--- src/rtl/gpio_cfg_pkg.sv ---
package gpio_cfg_pkg;
  localparam int unsigned SUB_BASE  = 4;  // index of first sub-register
  localparam int unsigned SUB_COUNT = 3;
  localparam int unsigned SUB_HDRV  = 0;  // slot = index - SUB_BASE
  localparam int unsigned SUB_WAKE  = 1;
  localparam int unsigned SUB_PULL  = 2;
endpackage

--- src/rtl/gpio_cfg_regs.sv ---
module gpio_cfg_regs
  import gpio_cfg_pkg::*;
#(
  parameter int unsigned DW = 8
) (
  input  logic          clk_i,
  input  logic          rst_ni,
  input  logic          addr_we_i,
  input  logic          ctl_we_i,
  input  logic [DW-1:0] wdata_i,
  output logic [DW-1:0] addr_o,
  output logic [DW-1:0] ctl_rdata_o,
  output logic [DW-1:0] hdrv_o,
  output logic [DW-1:0] wake_en_o,
  output logic [DW-1:0] pull_o
);
  localparam int unsigned NSUB = SUB_COUNT;

  logic [DW-1:0]            addr_q;
  logic [NSUB-1:0][DW-1:0]  sub_q;
  logic [NSUB-1:0]          sel;
  logic                     hit;

  for (genvar g = 0; g < NSUB; g++) begin : g_sel
    assign sel[g] = (addr_q == DW'(SUB_BASE + g));
  end
  assign hit = |sel;

  always_ff @(posedge clk_i or negedge rst_ni) begin
    if (!rst_ni) addr_q <= '0;
    else if (addr_we_i) addr_q <= wdata_i;
  end

  always_ff @(posedge clk_i or negedge rst_ni) begin
    if (!rst_ni) begin
      sub_q <= '0;
    end else if (ctl_we_i) begin
      for (int i = 0; i < NSUB; i++)
        if (sel[i]) sub_q[i] <= wdata_i;
    end
  end

  always_comb begin
    ctl_rdata_o = '0;
    for (int i = 0; i < NSUB; i++)
      if (sel[i]) ctl_rdata_o = ctl_rdata_o | sub_q[i];
  end

  assign addr_o    = addr_q;
  assign hdrv_o    = sub_q[SUB_HDRV];
  assign wake_en_o = sub_q[SUB_WAKE];
  assign pull_o    = sub_q[SUB_PULL];

  p_bad_index_ignored_r6: assert property (@(posedge clk_i) disable iff (!rst_ni)
    (ctl_we_i && !hit) |=> $stable(sub_q));
  p_pull_write_r5: assert property (@(posedge clk_i) disable iff (!rst_ni)
    (ctl_we_i && addr_q == DW'(SUB_BASE + SUB_PULL)) |=> (pull_o == $past(wdata_i)));
  p_addr_write_r2: assert property (@(posedge clk_i) disable iff (!rst_ni)
    addr_we_i |=> (addr_o == $past(wdata_i)));
endmodule

--- src/rtl/gpio_pin_sync.sv ---
module gpio_pin_sync #(
  parameter int unsigned W = 8
) (
  input  logic         clk_i,
  input  logic         rst_ni,
  input  logic [W-1:0] d_i,
  output logic [W-1:0] q_o
);
  logic [W-1:0] s1_q, s2_q;

  always_ff @(posedge clk_i or negedge rst_ni) begin
    if (!rst_ni) begin
      s1_q <= '0;
      s2_q <= '0;
    end else begin
      s1_q <= d_i;
      s2_q <= s1_q;
    end
  end

  assign q_o = s2_q;
endmodule

--- src/rtl/gpio_wake_det.sv ---
module gpio_wake_det #(
  parameter int unsigned W = 8
) (
  input  logic         clk_i,
  input  logic         rst_ni,
  input  logic [W-1:0] pin_s_i,
  input  logic [W-1:0] en_i,
  input  logic         stop_i,
  output logic         req_o
);
  logic [W-1:0] prev_q;
  logic         stop_q;
  logic         req_q;
  logic         event_hit;

  // first stop cycle is the baseline: stop_q still low there
  assign event_hit = stop_i && stop_q && |((pin_s_i ^ prev_q) & en_i);

  always_ff @(posedge clk_i or negedge rst_ni) begin
    if (!rst_ni) begin
      prev_q <= '0;
      stop_q <= 1'b0;
      req_q  <= 1'b0;
    end else begin
      prev_q <= pin_s_i;
      stop_q <= stop_i;
      if (!stop_i)        req_q <= 1'b0;
      else if (event_hit) req_q <= 1'b1;
    end
  end

  assign req_o = req_q;

  p_no_wake_outside_stop_r11: assert property (@(posedge clk_i) disable iff (!rst_ni)
    !stop_i |=> !req_o);
  p_sticky_r11: assert property (@(posedge clk_i) disable iff (!rst_ni)
    (req_o && stop_i) |=> req_o);
  p_entry_quiet_r10: assert property (@(posedge clk_i) disable iff (!rst_ni)
    $rose(stop_i) |=> !req_o);
endmodule

--- src/rtl/gpio_port_cfg.sv ---
module gpio_port_cfg (
  input  logic       clk_i,
  input  logic       rst_ni,
  input  logic       addr_we_i,
  input  logic       ctl_we_i,
  input  logic [7:0] wdata_i,
  output logic [7:0] addr_rdata_o,
  output logic [7:0] ctl_rdata_o,
  input  logic [7:0] pin_i,
  input  logic       stop_mode_i,
  output logic [7:0] high_drive_o,
  output logic [7:0] pull_up_o,
  output logic       wake_req_o
);
  localparam int unsigned DW = 8;

  logic [DW-1:0] wake_en;
  logic [DW-1:0] pin_s;

  gpio_cfg_regs #(.DW(DW)) u_regs (
    .clk_i       (clk_i),
    .rst_ni      (rst_ni),
    .addr_we_i   (addr_we_i),
    .ctl_we_i    (ctl_we_i),
    .wdata_i     (wdata_i),
    .addr_o      (addr_rdata_o),
    .ctl_rdata_o (ctl_rdata_o),
    .hdrv_o      (high_drive_o),
    .wake_en_o   (wake_en),
    .pull_o      (pull_up_o)
  );

  gpio_pin_sync #(.W(DW)) u_sync (
    .clk_i  (clk_i),
    .rst_ni (rst_ni),
    .d_i    (pin_i),
    .q_o    (pin_s)
  );

  gpio_wake_det #(.W(DW)) u_wake (
    .clk_i   (clk_i),
    .rst_ni  (rst_ni),
    .pin_s_i (pin_s),
    .en_i    (wake_en),
    .stop_i  (stop_mode_i),
    .req_o   (wake_req_o)
  );

  p_wake_needs_stop_r8: assert property (@(posedge clk_i) disable iff (!rst_ni)
    $rose(wake_req_o) |-> $past(stop_mode_i));
  p_disabled_quiet_r9: assert property (@(posedge clk_i) disable iff (!rst_ni)
    (stop_mode_i && wake_en == '0 && !wake_req_o) |=> !wake_req_o);
endmodule

--- config.mk ---
export PLATFORM = sky130hd
export DESIGN_NAME = gpio_port_cfg
export DESIGN_NICKNAME = d
export VERILOG_FILES = /design/src/rtl/gpio_cfg_pkg.sv /design/src/rtl/gpio_cfg_regs.sv /design/src/rtl/gpio_pin_sync.sv /design/src/rtl/gpio_wake_det.sv /design/src/rtl/gpio_port_cfg.sv
export SDC_FILE = /design/constraint.sdc
export NUM_CORES = 1
export LEC_CHECK = 0
export ABC_AREA = 1
export BUFFER_PORTS_ARGS = -buffer_cell sky130_fd_sc_hd__clkbuf_2
export CAP_MARGIN = 0
export CORE_ASPECT_RATIO = 2
export CORE_UTILIZATION = 38
export CTS_BUF_LIST = sky130_fd_sc_hd__clkbuf_4 sky130_fd_sc_hd__clkbuf_8
export CTS_CLUSTER_DIAMETER = 80
export DETAILED_ROUTE_END_ITERATION = 8
export HOLD_SLACK_MARGIN = 0.15
export PLACE_DENSITY = 0.71
export SYNTH_ARGS = -nofsm -noshare
export SYNTH_HDL_FRONTEND = slang
export SYNTH_SLANG_ARGS = --single-unit
--- constraint.sdc ---
create_clock -name clk_i -period 3.7 [get_ports clk_i]
set_clock_uncertainty 0.15 [all_clocks]
set_input_delay 0.185 -clock clk_i [delete_from_list [all_inputs] [get_ports clk_i]]
set_output_delay 0.185 -clock clk_i [all_outputs]
set_load 0.005 [all_outputs]
# After elaboration in Yosys (flattened, before gate mapping)
# Index checks and enable logic that the tools add are counted.
[op_classes]
eq_ne = 4
reduce_logical = 6
n_bitwise = 4
muxes = 5
[op_table]
columns = ["operator", "n"]
rows = [
  ["8-bit by 3-bit == test with 1-bit output, second input constant", 3],
  ["8-bit two-way mux", 3],
  ["8-bit OR", 2],
  ["8-bit AND", 1],
  ["8-bit OR reduction", 1],
  ["8-bit bitwise XOR", 1],
  ["2-bit AND reduction", 3],
  ["1-bit logical AND", 2],
  ["1-bit two-way mux", 2],
  ["2-bit by 1-bit != test with 1-bit output, second input constant", 1],
]
[word_totals]
inputBits = 21
ff_bits = 58

# Depth between registers and ports, before layout
# Gate-level depths: netlist of run 1.
[depth]
word_depth = 6
depth_mapped = 8
depth_no_buf = 8

# Cells and area by module
# Synthesis of run 1 repeated with hierarchy kept, for this count alone.
[unflattened]
hier_cells = 261
hier_area_um2 = 2412.3
[by_module_without_submodules]
columns = ["module", "seq_area_each_um2", "cells_per_inst", "area_each_um2", "instances"]
rows = [
  ["gpio_cfg_regs", 800.8, 182, 1542.7, 1],
  ["gpio_wake_det", 250.2, 63, 469.2, 1],
  ["gpio_pin_sync", 400.4, 16, 400.4, 1],
]

# Least setup slack after synthesis of run 1
# No wires, ideal clock.
[synth_path]
path_kind = "reg-to-output"
start = "reg u_regs.addr_q[3], in the netlist u_regs.addr_o[3]"
end = "out ctl_rdata_o[5]"
required_time_ns = 3.365
n_path_buf = 1
path_stages_with_launch = 7
setup_slack_ns = 2.200
t_arrival_ns = 1.165
path_cell_list = "dfrtp_1 nor2_4 nand3_1 nor2_4 buf_6 nand2_1 nand3_1"
[synth_via]
elab_chain_cells = 6
elab_cells_between_ends = 8
[synth_lines]
columns = ["element", "line", "rtl"]
rows = [
  ["start: declaration", "gpio_cfg_regs.sv:19", "logic [DW-1:0] addr_q;"],
  ["start signal: assignment", "gpio_cfg_regs.sv:31", "else if (addr_we_i) addr_q <= wdata_i;"],
  ["8-bit by 3-bit == test with 1-bit output", "gpio_cfg_regs.sv:25", "assign sel[g] = (addr_q == DW'(SUB_BASE + g));"],
  ["8-bit two-way mux", "gpio_cfg_regs.sv:46", "if (sel[i]) ctl_rdata_o = ctl_rdata_o | sub_q[i];"],
  ["8-bit OR", "gpio_cfg_regs.sv:46", ""],
  ["8-bit two-way mux", "gpio_cfg_regs.sv:46", ""],
  ["8-bit OR", "gpio_cfg_regs.sv:46", ""],
  ["8-bit two-way mux *", "gpio_cfg_regs.sv:46", ""],
  ["end: declaration", "gpio_port_cfg.sv:8", "output logic [7:0] ctl_rdata_o,"],
]
# Every way passes the cells marked *; elsewhere a longest branch is shown, timed or not.

# Worst setup path after layout of run 1
[layout_path]
start = "reg u_regs.addr_q[3], in the netlist u_regs.addr_o[3]"
end = "out ctl_rdata_o[6]"
# Same word-level chain as after synthesis.

==> results of run 1 <==
==> sequential cells by signal, indices dropped and copies added (netlist names) <==
signal and flops:
u_regs.addr_o 8, u_regs.hdrv_o 8, u_regs.pull_o 8, u_regs.wake_en_o 8, u_sync.q_o 8, u_sync.s1_q 8, u_wake.prev_q 8, u_wake.req_o 1
u_wake.stop_q 1
==> metrics by stage <==
step                      utilization (%)  worst slack [ps]  cell area, sq um
final                                52.1              1500              3110
after global routing                 52.1              1350              3110
after CTS                            52.1              1500              3110
after detailed placement             44.7              1760              2660
after global placement               44.7              1860              2660
after floorplan                         -              2200              2340
==> path summary, 6_finish.rpt <==
kind	from	cells after the start	slack (ps)	to
setup / recovery	u_regs.addr_o[3]	6	1500	ctl_rdata_o[6]
hold / removal	u_sync.s1_q[1]	0	200	u_sync.q_o[1]
setup reg to reg	u_regs.addr_o[3]	6	1740	u_regs.pull_o[1]
hold reg to reg	u_sync.s1_q[1]	0	200	u_sync.q_o[1]
max in group asynchronous	rst_ni	3	2210	u_sync.q_o[1]
min in group asynchronous	rst_ni	2	380	u_regs.hdrv_o[3]
==> area by class of cell <==
class	count	area (sq um)	area share, %
Tap cell	63	78.8	2.54
Clock inverter	5	100	3.22
Multi-Input combinational cell	168	759	24.5
Clock buffer	11	151	4.88
Timing Repair Buffer	73	463	14.9
Sequential cell	58	1450	46.7
Inverter	27	101	3.26
==> power breakdown <==
group	switching (W)	leakage, nW	internal, W
Clock	0.000240	0.129	0.000481
Sequential	0.0000505	0.723	0.000697
Combinational	0.0000968	0.833	0.0000783
Total	0.000388	1.69	0.00126
==> cell families (layout without fill, tap and decap cells) <==
kind of cell,after synthesis,after routing,share of synthesized area (%)
multiplexers,1,1,0.481
AND/OR/NAND/NOR,159,159,30.2
AO/OA/AOI/OAI,8,8,1.71
buffers and inverters,32,116,5.61
flip-flops,58,58,62.0
==> routing by layer <==
layer	up-vias	share of wire (%)	GRT usage (%)
li1	967	-	-
met1	926	38	21.0
met2	63	53	32.2
met3	16	5.2	3.77
met4	0	3.4	12.4
met5	-	0	0
==> critical path, delay by kind of cell, from the launching register on <==
family                 cells  cell delay (ps)
DFF                        1              430
buffers and inverters      1              120
and+or+nand+nor            5              990
==> what timing repair did <==
action	4_1_cts	5_1_grt
resized for setup	0	0
hold endpoints to repair	81	0
hold buffers	19	0
setup endpoints to repair	0	0
==> cells in the mapped netlist <==
cell	n	share of area (%)
nor3_1	1	0.21
inv_1	27	4.3
buf_4	1	0.32
o21ai_0	8	1.7
nand2_2	1	0.27
nor2_1	2	0.32
dfrtp_1	58	62
nand2_1	107	17
nand4_4	1	0.91
nand3_1	38	8.1
mux2_2	1	0.48
nor2_4	4	1.9
clkbuf_1	3	0.48
nand4_1	3	0.80
buf_6	1	0.48
nor2_2	2	0.53
==> layout by cell type (no fill, tap or decap), drive strengths merged <==
master	instances
nor3	1
clkbuf	64
o21ai	8
clkinv	2
mux2	1
nand3	38
dlygate4sd3	19
dfrtp	58
bufinv	3
nand2	108
inv	27
nand4	4
buf	1
nor2	8
==> results.json, run 1 <==
{
  "finalWirelength_mm": 5.49,
  "cts.sinks": 58,
  "crit_path_top_delay_cell": "nor2_2",
  "crit_chain": "nor2_4 -> nand3_1 -> nor2_2 -> nand2_1 -> nand3_1 -> clkbuf_2",
  "crit_top_cell": "nand3_1",
  "cts_buffers": 9,
  "area_delta_synth_final_pct": 32.6,
  "syn_nets": 279,
  "status": "finished, violations left",
  "synth_warnings": 0,
  "end_kind": "output port",
  "syn_area_per_cell_sq_um": 9.08,
  "port_buffers": 53,
  "gp_congestion": 0.829,
  "violations": "design-rule violations",
  "ys_seq_area_share_pct": 62.0,
  "dieArea_sq_mm": 0.00650,
  "htree_levels": 3,
  "syn_area_sq_mm": 0.00234,
  "dpl.hpwl_mm": 3.98,
  "fin_crit_ps": 2200,
  "maxSlewHeadroom_pct": 36.5,
  "clock.fmax_ghz": 0.455,
  "row_count": 40,
  "grt_overflow": 0,
  "vias": 1972,
  "dr.pass1.iters": 6,
  "finalNonFillerCells": 405,
  "critical_path.max_fanout": 14,
  "drc": 2,
  "cts_buffer_depth": 2,
  "dr.first_iter.drc_count": 56,
  "timing.final.crit_share_pct": 59.4,
  "p_leak_nw": 1.69,
  "rsz0062_at_grt": "false",
  "cts_tree": "built",
  "diodes": 0,
  "critPathKind": "register to output port",
  "setup_viol": 0,
  "hold_viol": 0,
  "grt_pass1_wl_mm": 9.10,
  "layout-drive-gt1-share_pct": 23.1,
  "fillCellCount": 547,
  "grt_pass1_vias": 1950,
  "wire_per_inst_um": 13.6,
  "num-nets-final": 358,
  "antenna_found_initial": 0,
  "die_y_um": 113,
  "ir_drop_mv": 0.320,
  "viasPerCell": 4.87,
  "synth_cell_types": 16,
  "start_util_pct": 39.3,
  "ys_ff_latch": 58,
  "postCtsSetupBuffers": 0,
  "io_pins": 54,
  "ant_nets": 0,
  "hold_path.class": "register to register",
  "track_usage_pct": 19.0,
  "cp.required_ps": 3370,
  "grt_max_degree": 41,
  "dp.cells": 370,
  "critPathLaunchType": "register",
  "power_w": 0.00164,
  "slew_viol_final": 0,
  "worst_hold_slack_ps": 201,
  "die_x_um": 57.5,
  "tightest_slew_ps": 952,
  "cts-root-buf": "clkbuf_8",
  "cap_violations": 0,
  "synthCells": 258,
  "max_stage_delay_ps": 480,
  "clk_latency_ps": 340,
  "clk_pin_slew_worst_paths_ps": 60,
  "setup-tns-final_ps": 0,
  "coreArea_sq_mm": 0.00596,
  "crit_arrival_ps": 1860,
  "p_per_area_mw_per_mm2": 529
}
Note: power is estimated with default switching activity, not from simulation.
==> run 2: changes to the inputs <==
- ABC_AREA: 1 -> 0
- PLACE_DENSITY: 0.71 -> 0.73
- clock period: 3.7 -> 2 ns (I/O delays scaled with it)
==> run 2 against run 1 <==
The flow finishes with violations (negative setup slack). Sequential share of layout area down 0.96 points. Routed wire length down 5.4%. Largest cell class unchanged. Highest routed layer unchanged. Non-clock buffer count up 15.
==> results.json, run 2 <==
{
  "status": "finished, violations left",
  "violations": "negative setup slack",
  "diodes": 0,
  "end_kind": "register",
  "finalWirelength_mm": 5.19,
  "gp_congestion": 0.750,
  "synth_area_leaders": "dfrtp_1 64%, mux2_2 12%, mux2_4 5.3%",
  "place_area_sq_mm": 0.00266,
  "fillCellCount": 478,
  "crit_chain": "dlygate4sd3_1 -> clkbuf_2 -> nand2_1 -> dlygate4sd3_1 -> o21ai_0 -> dlygate4sd3_1",
  "cts_buffers": 9,
  "grt_overflow": 0,
  "syn_area_sq_mm": 0.00225,
  "drc": 0,
  "synth_flop_cell": "dfrtp_1",
  "rrSetupSlack_ps": -60,
  "synth_edf_count": 0,
  "clk_pin_slew_worst_paths_ps": 60,
  "rsz0062_at_grt": "true",
  "synth_cell_types": 23,
  "dieArea_sq_mm": 0.00626,
  "cap_violations": 0,
  "dr.pass1.iters": 4,
  "crit_path_top_delay_cell": "dlygate4sd3_1",
  "timing.final.crit_share_pct": 103,
  "p_int_w": 0.00199,
  "syn_area_per_cell_sq_um": 14.7,
  "critPathKind": "input port to register",
  "vias": 1586,
  "critical_path.max_fanout": 4,
  "area_delta_synth_final_pct": 40.9,
  "synth_most_common_cell": "dfrtp_1",
  "cp.required_ps": 2070,
  "final_cell_mix": "57 x dfrtp_1, 49 x clkbuf_2, 21 x dlygate4sd3_1, 17 x mux2_4, 14 x mux2_2",
  "io_pins": 54,
  "track_usage_pct": 18.0,
  "ir_drop_mv": 0.591,
  "cts-root-buf": "clkbuf_8",
  "switchingPower_w": 0.000729,
  "p_leak_nw": 1.56,
  "cts_tree": "built",
  "swShare_pct": 26.8,
  "ant_nets": 0,
  "path_buf_inv": 4,
  "port_buffers": 53,
  "cp_top_family": "buffers and inverters",
  "cts_buffer_depth": 2,
  "async_flop_share_pct": 100,
  "row_count": 39,
  "hold_path.class": "input port to asynchronous set/reset pin",
  "synth_warnings": 0,
  "max_stage_delay_ps": 580,
  "coreArea_sq_mm": 0.00571,
  "slew_viol_final": 0,
  "clk_latency_ps": 340,
  "final_area_sq_mm": 0.00317,
  "setup_slack_ps": -65.7,
  "die_y_um": 111,
  "start_util_pct": 39.4,
  "cts.sinks": 58,
  "crit_arrival_ps": 2130,
  "num-nets-final": 266,
  "synthCells": 153,
  "hold_viol": 0,
  "crit_top_cell": "dlygate4sd3_1",
  "grt_max_degree": 59,
  "fin_crit_ps": 2070,
  "layout-drive-gt1-share_pct": 51.2,
  "critPathLaunchType": "input port",
  "maxSlewHeadroom_pct": 75.3,
  "syn_nets": 174,
  "seqPwrFrac_pct": 50.3,
  "grt_pass1_vias": 1695,
  "htree_levels": 3,
  "antenna_found_initial": 0,
  "synth_common_cells": "58 x dfrtp_1, 23 x mux2_2, 16 x nor2_1",
  "clkPwrFrac_pct": 34.9,
  "viasPerCell": 5.10,
  "p_per_area_mw_per_mm2": 858,
  "wire_per_inst_um": 16.7,
  "power_frac_comb_pct": 14.7,
  "final_common_cell": "dfrtp_1",
  "setup_viol": 18,
  "ys_ff_latch": 58,
  "utilization_pct": 55.6,
  "dr.first_iter.drc_count": 17,
  "dpl.hpwl_mm": 3.59,
  "ys_seq_area_share_pct": 64.4,
  "post-synth-top-area-fraction_pct": 64.4,
  "clock.fmax_ghz": 0.484,
  "die_x_um": 56.4,
  "tightest_slew_ps": 369,
  "yosys.area.top_type": "dfrtp_1",
  "grt_pass1_wl_mm": 8.25
}
-- run 2: cell types whose count changed after synthesis, sizes merged, moves of 4 or more --
| cell | delta |
|---|---|
| a21oi | +8 |
| a22oi | +4 |
| inv | -25 |
| mux2 | +30 |
| mux2i | +8 |
| nand2 | -106 |
| nand3 | -38 |
| nand4 | -4 |
| nor2 | +8 |
| o21ai | -7 |
| xor2 | +8 |
-- run 2: worst reg2reg max path, cell delays in order (launching register included) --
cell	delay, ps
dfrtp_1	410
nor4_4	280
nand3b_1	180
or4b_4	600
mux2_4	330
-- run 2: cell families after synthesis --
kind of cell	after synthesis	synth area share, %
simple gates	24	5.78
mux	39	20.4
compound gates	15	4.06
flops	58	64.4
buf+inv	9	2.22
xor+xnor	8	3.11
-- run 2: metrics by stage --
| stage | worst slack, ps | setup TNS, ps | total power [W] | hold WS, ps | std cells |
|---|---|---|---|---|---|
| 3_5_place_dp | -190 | -2240 | 0.00172 | -12.0 | 273 |
| 6_report | -65.7 | -586 | 0.00272 | 149 | 311 |
| 3_3_place_gp | -110 | -974 | 0.00171 | -27.8 | 273 |
| 2_1_floorplan | -36.8 | -295 | 0.00153 | -346 | 153 |
| 4_1_cts | -58.0 | -790 | 0.00272 | 157 | 311 |
| 5_1_grt | -163 | -3280 | 0.00285 | 199 | 311 |
-- run 2: path summary, 6_finish.rpt --
| check | startpoint | to | cells past startpoint |
|---|---|---|---|
| worst min register to register | u_sync.s1_q[2] | u_sync.q_o[2] | 0 |
| worst max-delay path | wdata_i[0] | u_regs.addr_o[0] | 6 |
| max in group asynchronous | rst_ni | u_regs.addr_o[1] | 3 |
| worst min-delay path | rst_ni | u_sync.s1_q[4] | 3 |
| min in group clk_i | u_sync.s1_q[2] | u_sync.q_o[2] | 0 |
| worst max register to register | u_regs.addr_o[7] | u_regs.pull_o[0] | 4 |
-- run 2: final cells by class --
class,count,area (sq um),area share [%]
Sequential cell,58,1450,45.8
Multi-Input combinational cell,86,852,26.9
Timing Repair Buffer,88,604,19.0
Clock buffer,10,138,4.34
Tap cell,61,76.3,2.41
Clock inverter,6,42.5,1.34
Inverter,2,7.51,0.237
-- run 2: power groups by stage --
stage	clock [W]	sequential, W	combinational (W)
finish	0.000951	0.00137	0.000401
floorplan	0	0.00137	0.000167
global placement	0	0.00138	0.000327
global route	0.00103	0.00138	0.000440
detailed placement	0	0.00139	0.000337
CTS	0.000980	0.00137	0.000376
-- run 2: metal layers --
layer | vias up | wire (um) | track usage, %
met5 | - | 0 | 0
met4 | 0 | 243 | 12.0
met3 | 18 | 230 | 4.90
met2 | 46 | 2830 | 30.0
met1 | 806 | 1890 | 19.1
li1 | 716 | - | -
-- run 2: what timing repair did --
action,CTS,global route
pin swaps,0,6
endpoints found under the setup margin,30,32
setup buffers,1,1
endpoints found under the hold margin,100,0
resized for setup,5,29
hold buffers,21,0
